## src/rtl/mbs_pkg.sv

```systemverilog
package mbs_pkg;
    localparam int unsigned BUS_W     = 16;
    localparam int unsigned ADDR_W    = 24;
    localparam int unsigned DEV_W     = 4;
    localparam int unsigned HI_W      = ADDR_W - BUS_W;
    localparam int unsigned DEV_LSB   = 4;
    localparam int unsigned SPACE_BIT = 1;
    localparam int unsigned DIR_BIT   = 0;
    localparam logic [DEV_W-1:0] DESEL_ID = DEV_W'((1 << DEV_W) - 1);

    typedef enum logic [3:0] {
        ST_IDLE,
        ST_ACK_W1,
        ST_WAIT_W2,
        ST_ACK_W2,
        ST_ARMED,
        ST_SEL,
        ST_WR_STORE,
        ST_WR_ACK,
        ST_RD_FETCH,
        ST_RD_DRIVE,
        ST_RD_HOLD
    } mbs_state_e;
endpackage

```

## src/rtl/mbs_word_latch.sv

```systemverilog
module mbs_word_latch
    import mbs_pkg::*;
(
    input  logic             clk,
    input  logic             rst_n,
    input  logic             cap_w1,
    input  logic [HI_W-1:0]  w1_hi,
    input  logic [DEV_W-1:0] w1_dev,
    input  logic             w1_space,
    input  logic             w1_dir,
    input  logic [DEV_W-1:0] dev_id,
    output logic [HI_W-1:0]  addr_hi,
    output logic             space,
    output logic             dir_rd,
    output logic             hit
);
    logic [DEV_W-1:0] dev_q;

    always_ff @(posedge clk or negedge rst_n) begin
        if (!rst_n) begin
            dev_q   <= DESEL_ID;
            addr_hi <= '0;
            space   <= 1'b0;
            dir_rd  <= 1'b0;
        end else if (cap_w1) begin
            dev_q   <= w1_dev;
            addr_hi <= w1_hi;
            space   <= w1_space;
            dir_rd  <= w1_dir;
        end
    end

    // Broadcast deselect never matches, whatever the own number is.
    assign hit = (dev_q == dev_id) && (dev_q != DESEL_ID);
endmodule

```

## src/rtl/mbs_addr_ctr.sv

```systemverilog
module mbs_addr_ctr #(
    parameter int unsigned WIDTH = 24
) (
    input  logic             clk,
    input  logic             rst_n,
    input  logic             load,
    input  logic [WIDTH-1:0] load_val,
    input  logic             inc,
    output logic [WIDTH-1:0] q
);
    always_ff @(posedge clk or negedge rst_n) begin
        if (!rst_n)
            q <= '0;
        else if (load)
            q <= load_val;
        else if (inc)
            q <= q + WIDTH'(1);
    end
endmodule

```

## src/rtl/mbs_fsm.sv

```systemverilog
module mbs_fsm
    import mbs_pkg::*;
(
    input  logic clk,
    input  logic rst_n,
    input  logic addr_mode,
    input  logic drdy_in,
    input  logic dacc_in,
    input  logic loc_wait,
    input  logic hit,
    input  logic dir_rd,
    output logic aacc,
    output logic dacc,
    output logic drdy_o,
    output logic oe,
    output logic loc_wr,
    output logic loc_rd,
    output logic cap_w1,
    output logic cap_w2,
    output logic cap_wr,
    output logic cap_rd,
    output logic inc
);
    mbs_state_e state_q, state_d;

    always_ff @(posedge clk or negedge rst_n) begin
        if (!rst_n)
            state_q <= ST_IDLE;
        else
            state_q <= state_d;
    end

    always_comb begin
        state_d = state_q;
        aacc    = 1'b0;
        dacc    = 1'b0;
        drdy_o  = 1'b0;
        oe      = 1'b0;
        loc_wr  = 1'b0;
        loc_rd  = 1'b0;
        cap_w1  = 1'b0;
        cap_w2  = 1'b0;
        cap_wr  = 1'b0;
        cap_rd  = 1'b0;
        inc     = 1'b0;
        unique case (state_q)
            ST_IDLE: begin
                if (addr_mode && drdy_in) begin
                    cap_w1  = 1'b1;
                    state_d = ST_ACK_W1;
                end
            end
            ST_ACK_W1: begin
                aacc = 1'b1;
                if (!drdy_in) state_d = ST_WAIT_W2;
            end
            ST_WAIT_W2: begin
                if (addr_mode && drdy_in) begin
                    cap_w2  = 1'b1;
                    state_d = ST_ACK_W2;
                end
            end
            ST_ACK_W2: begin
                aacc = 1'b1;
                if (!drdy_in) state_d = hit ? ST_ARMED : ST_IDLE;
            end
            ST_ARMED: begin
                if (addr_mode && drdy_in) begin
                    cap_w1  = 1'b1;
                    state_d = ST_ACK_W1;
                end else if (!addr_mode) begin
                    state_d = ST_SEL;
                end
            end
            ST_SEL: begin
                if (addr_mode) begin
                    state_d = ST_IDLE;
                end else if (!dir_rd && drdy_in) begin
                    cap_wr  = 1'b1;
                    state_d = ST_WR_STORE;
                end else if (dir_rd) begin
                    state_d = ST_RD_FETCH;
                end
            end
            ST_WR_STORE: begin
                loc_wr = 1'b1;
                if (!loc_wait) state_d = ST_WR_ACK;
            end
            ST_WR_ACK: begin
                dacc = 1'b1;
                if (!drdy_in) begin
                    inc     = 1'b1;
                    state_d = ST_SEL;
                end
            end
            ST_RD_FETCH: begin
                loc_rd = 1'b1;
                if (addr_mode) begin
                    state_d = ST_IDLE;
                end else if (!loc_wait) begin
                    cap_rd  = 1'b1;
                    state_d = ST_RD_DRIVE;
                end
            end
            ST_RD_DRIVE: begin
                drdy_o = 1'b1;
                oe     = 1'b1;
                if (dacc_in) begin
                    inc     = 1'b1;
                    state_d = ST_RD_HOLD;
                end
            end
            ST_RD_HOLD: begin
                if (!dacc_in) state_d = ST_SEL;
            end
            default: state_d = ST_IDLE;
        endcase
    end
endmodule

```

## src/rtl/mbs_slave.sv

```systemverilog
module mbs_slave
    import mbs_pkg::*;
(
    input  logic              clk,
    input  logic              rst_n,
    input  logic [DEV_W-1:0]  dev_id,
    input  logic [BUS_W-1:0]  ad_in,
    output logic [BUS_W-1:0]  ad_out,
    output logic              ad_oe,
    input  logic              addr_mode,
    input  logic              drdy_in,
    output logic              drdy_out,
    output logic              aacc_out,
    input  logic              dacc_in,
    output logic              dacc_out,
    output logic [ADDR_W-1:0] loc_addr,
    output logic              loc_space,
    output logic              loc_wr,
    output logic [BUS_W-1:0]  loc_wdata,
    output logic              loc_rd,
    input  logic [BUS_W-1:0]  loc_rdata,
    input  logic              loc_wait
);
    logic            hit, dir_rd;
    logic [HI_W-1:0] addr_hi;
    logic            cap_w1, cap_w2, cap_wr, cap_rd, inc;
    logic [BUS_W-1:0] rdata_q;

    mbs_word_latch u_wl (
        .clk      (clk),
        .rst_n    (rst_n),
        .cap_w1   (cap_w1),
        .w1_hi    (ad_in[BUS_W-1 -: HI_W]),
        .w1_dev   (ad_in[DEV_LSB +: DEV_W]),
        .w1_space (ad_in[SPACE_BIT]),
        .w1_dir   (ad_in[DIR_BIT]),
        .dev_id   (dev_id),
        .addr_hi  (addr_hi),
        .space    (loc_space),
        .dir_rd   (dir_rd),
        .hit      (hit)
    );

    mbs_addr_ctr #(.WIDTH(ADDR_W)) u_ctr (
        .clk      (clk),
        .rst_n    (rst_n),
        .load     (cap_w2),
        .load_val ({addr_hi, ad_in}),
        .inc      (inc),
        .q        (loc_addr)
    );

    mbs_fsm u_fsm (
        .clk       (clk),
        .rst_n     (rst_n),
        .addr_mode (addr_mode),
        .drdy_in   (drdy_in),
        .dacc_in   (dacc_in),
        .loc_wait  (loc_wait),
        .hit       (hit),
        .dir_rd    (dir_rd),
        .aacc      (aacc_out),
        .dacc      (dacc_out),
        .drdy_o    (drdy_out),
        .oe        (ad_oe),
        .loc_wr    (loc_wr),
        .loc_rd    (loc_rd),
        .cap_w1    (cap_w1),
        .cap_w2    (cap_w2),
        .cap_wr    (cap_wr),
        .cap_rd    (cap_rd),
        .inc       (inc)
    );

    always_ff @(posedge clk or negedge rst_n) begin
        if (!rst_n) begin
            loc_wdata <= '0;
            rdata_q   <= '0;
        end else begin
            if (cap_wr) loc_wdata <= ad_in;
            if (cap_rd) rdata_q   <= loc_rdata;
        end
    end

    assign ad_out = ad_oe ? rdata_q : '0;
endmodule

```

## config.mk

```make
export PLATFORM = sky130hd
export DESIGN_NAME = mbs_slave
export DESIGN_NICKNAME = d
export VERILOG_FILES = /design/src/rtl/mbs_pkg.sv /design/src/rtl/mbs_word_latch.sv /design/src/rtl/mbs_addr_ctr.sv /design/src/rtl/mbs_fsm.sv /design/src/rtl/mbs_slave.sv
export SDC_FILE = /design/constraint.sdc
export NUM_CORES = 1
export LEC_CHECK = 0
export ABC_AREA = 0
export BUFFER_PORTS_ARGS = -buffer_cell sky130_fd_sc_hd__buf_2
export CELL_PAD_IN_SITES_DETAIL_PLACEMENT = 2
export CELL_PAD_IN_SITES_GLOBAL_PLACEMENT = 2
export CORE_MARGIN = 4
export CORE_UTILIZATION = 30
export CTS_BUF_LIST = sky130_fd_sc_hd__clkbuf_2
export DETAILED_ROUTE_END_ITERATION = 12
export GPL_TIMING_DRIVEN = 0
export HOLD_SLACK_MARGIN = 0.02
export PLACE_DENSITY = 0.79
export SETUP_SLACK_MARGIN = 0.1
export SYNTH_ARGS = -nofsm -noshare
export SYNTH_HDL_FRONTEND = slang
export SYNTH_SLANG_ARGS = --single-unit
```

## constraint.sdc

```tcl
create_clock -name clk -period 5.7 [get_ports clk]
set_input_delay 0.57 -clock clk [delete_from_list [all_inputs] [get_ports clk]]
set_output_delay 0.57 -clock clk [all_outputs]
set_load 0.05 [all_outputs]
```

==> results.cfg <==
[run_status]
outcome = finished, final reports clean

[logic_synthesis]
synth-seq-area-share_pct = 50.2
syn-num-nets = 382
syn_inst = 339
synth_flop_cell = dfrtp_1
synth_top_area_share_pct = 47.3
synth-seq-cells = 74
ys_async_sr_fraction_pct = 100
syn_avg_cell_area_um2 = 10.9
synthTopCellsByArea = dfrtp_1 (47%), mux2_2 (14%), xor2_1 (4.7%)
synth_area_leader_cell = dfrtp_1
synth_area_um2 = 3700
yosysWarnings = 0
synth_edf_count = 0
ys_types = 49

[detailed_routing]
drc = 0
vias = 3131
ant_nets = 0
routed_via_density = 4.99
drtIter0Drc = 129
drt_pass1_iterations = 4
wl_per_cell_um = 18.0
drt-total-wl_mm = 11.3

[cts]
hold_buffers = 1
clk_pin_slew_ns = 0.20
cts_buffers = 9
clock-sinks = 74
cts_setup_buffers = 0
cts_max_level = 3
cts_buffer_depth = 2
insertion_delay_ns = 0.53
cts_tree = built
cts_resized = 0
cts_root_buf = clkbuf_2

[timing]
setup_viol = 0
worst-slew-pin-transition_ns = 0.816
max_freq_mhz = 280
final-max-slew-violation-count = 0
max-slew-margin-rel_pct = 45.2
hold_viol = 0
period_share_pct = 62.6
rsz0062_at_grt = false
finClkSkew_ns = 0.0214
setup_tns_ns = 0
layout_min_cycle_time_ns = 3.57

[placement]
gp_congestion = 0.830
placed_cells = 611
dp_hpwl_mm = 8.78
io_buffers = 103

[critical_path]
crit_required_ns = 5.13
cp.arrival_ns = 3.00
crit_path_start_kind = flip-flop
worst_path_most_repeated_cell = buf_2
setup.worst_path.class = reg2out
crit_family = buffers and inverters
cp_max_fo = 11
max_stage_delay_ns = 0.73
cp.depth = 6
path_cells = buf_2 > buf_1 > nor3_1 > clkbuf_1 > and2_1 > buf_2
path_buf_inv = 4
cp_slowest_cell = nor3_1
reg2regPathDepth = 6
end_kind = output port

[global_routing]
antenna_found_initial = 1
grt_max_degree = 54
grt_pass1_vias = 3478
grt_pass1_wl_mm = 18.5
grt_overflow_total = 0
track_usage_pct = 16.4

[power]
p_per_area_nw_per_um2 = 535
intPower_w = 0.00122
swShare_pct = 49.9
p_leak_nw = 2.21
comb_power_share_pct = 49.6
p_switching_w = 0.00122
p_seq_share_pct = 38.8
clock_power_share_pct = 11.7
vdd_drop_max_uv = 123

[die]
die_w_um = 119
die_y_um = 119
core_area_um2 = 12100
rows = 40
start_util_pct = 30.7
io_pins = 105
die-area_um2 = 14200

[layout]
antenna_cells = 0
final_nets = 498
syn2layout_area_growth_pct = 23.4
fin_cells = 627
drive_above_1_share_pct = 39.4
final_cell_mix = buf_2 (110), dfrtp_1 (70), mux2_2 (47), nor2_1 (36), a21oi_1 (27)
mostFrequentLayoutCell = buf_2

[run]
drv_cap = 0

[hold_path]
whs_path_depth = 2
min_path_type = in2reg
-- power groups by stage --
stage | registers, W | clock network [W] | logic, W
finish | 0.000946 | 0.000285 | 0.00121
global placement | 0.000942 | 0 | 0.00118
floorplan | 0.00139 | 0 | 0.000438
CTS | 0.000950 | 0.000302 | 0.00122
global route | 0.000983 | 0.000324 | 0.00129
detailed placement | 0.000963 | 0 | 0.00122
-- area by class of cell --
| cell class | instances | area [um2] |
|---|---|---|
| Buffer | 18 | 81.3 |
| Sequential cell | 74 | 1860 |
| Fill cell | 1341 | 7500 |
| Timing Repair Buffer | 105 | 556 |
| Multi-Input combinational cell | 242 | 1740 |
| Tap cell | 168 | 210 |
| Clock inverter | 4 | 43.8 |
| Inverter | 5 | 18.8 |
| Clock buffer | 11 | 55.1 |
-- synth_stat cells, drive strengths merged (2+ instances only) --
master	n
and4bb	2
a21oi	28
nor2b	4
nor2	36
nand2	10
xnor2	6
nand3	13
xor2	20
mux2	47
mux2i	2
nand4	9
buf	10
o211a	2
and3	8
nor4	2
dfstp	4
and2	16
o21ai	4
o311ai	2
and4	2
dfrtp	70
inv	4
o211ai	3
a21boi	2
or4	2
nor3	2
nand4bb	2
a211o	2
nand2b	4
clkbuf	8
-- kinds of logic (layout without fill, tap and decap cells) --
| kind of cell | count (synthesis) | in the layout | synth area share (%) |
|---|---|---|---|
| fa+ha+maj | 1 | 1 | 0.338 |
| flops | 74 | 74 | 50.2 |
| simple gates | 116 | 116 | 17.3 |
| compound gates | 50 | 50 | 8.45 |
| buf+inv | 23 | 143 | 2.70 |
| mux | 49 | 49 | 14.8 |
| xor+xnor | 26 | 26 | 6.15 |
-- layer usage --
| layer | share of wire (%) | vias to the layer above | track usage, % | wire, um |
|---|---|---|---|---|
| met4 | 2.4 | 2 | 6.88 | 275 |
| li1 | - | 1431 | - | - |
| met5 | 0.17 | - | 0 | 19 |
| met1 | 43 | 1587 | 20.1 | 4830 |
| met3 | 6.4 | 21 | 5.32 | 720 |
| met2 | 48 | 90 | 26.6 | 5420 |
-- state kept, by name, summed over array words and instances (netlist names) --
register	count
u_wl.dir_rd	1
u_ctr.q	24
u_wl.space	1
u_wl.addr_hi	8
loc_wdata	16
u_fsm.state_q	4
u_wl.dev_q	4
rdata_q	16
-- path summary, 6_finish.rpt --
path	startpoint	endpoint	slack, ns
min reg2reg	rdata_q[4]	rdata_q[4]	0.52
min in group asynchronous	rst_n	u_ctr.q[14]	0.45
max	u_fsm.state_q[1]	ad_out[11]	2.13
max reg2reg	u_fsm.state_q[1]	u_fsm.state_q[1]	3.54
min	loc_rdata[8]	rdata_q[8]	0.25
max in group asynchronous	rst_n	u_wl.dev_q[1]	4.60
-- through the flow --
| stage | hold slack, ns | setup WS [ns] | utilization (%) | total power [W] | instance area (um2) |
|---|---|---|---|---|---|
| 6_report | 0.253 | 2.13 | 37.9 | 0.00244 | 4570 |
| 5_1_grt | 0.153 | 1.65 | 37.9 | 0.00260 | 4570 |
| 3_5_place_dp | 0.486 | 2.61 | 37.0 | 0.00218 | 4460 |
| 3_3_place_gp | 0.479 | 2.71 | 36.7 | 0.00212 | 4430 |
| 4_1_cts | 0.171 | 1.96 | 37.9 | 0.00247 | 4570 |
| 2_1_floorplan | 0.274 | 2.79 | - | 0.00182 | 3700 |
Power figures use the tool's default switching activity.
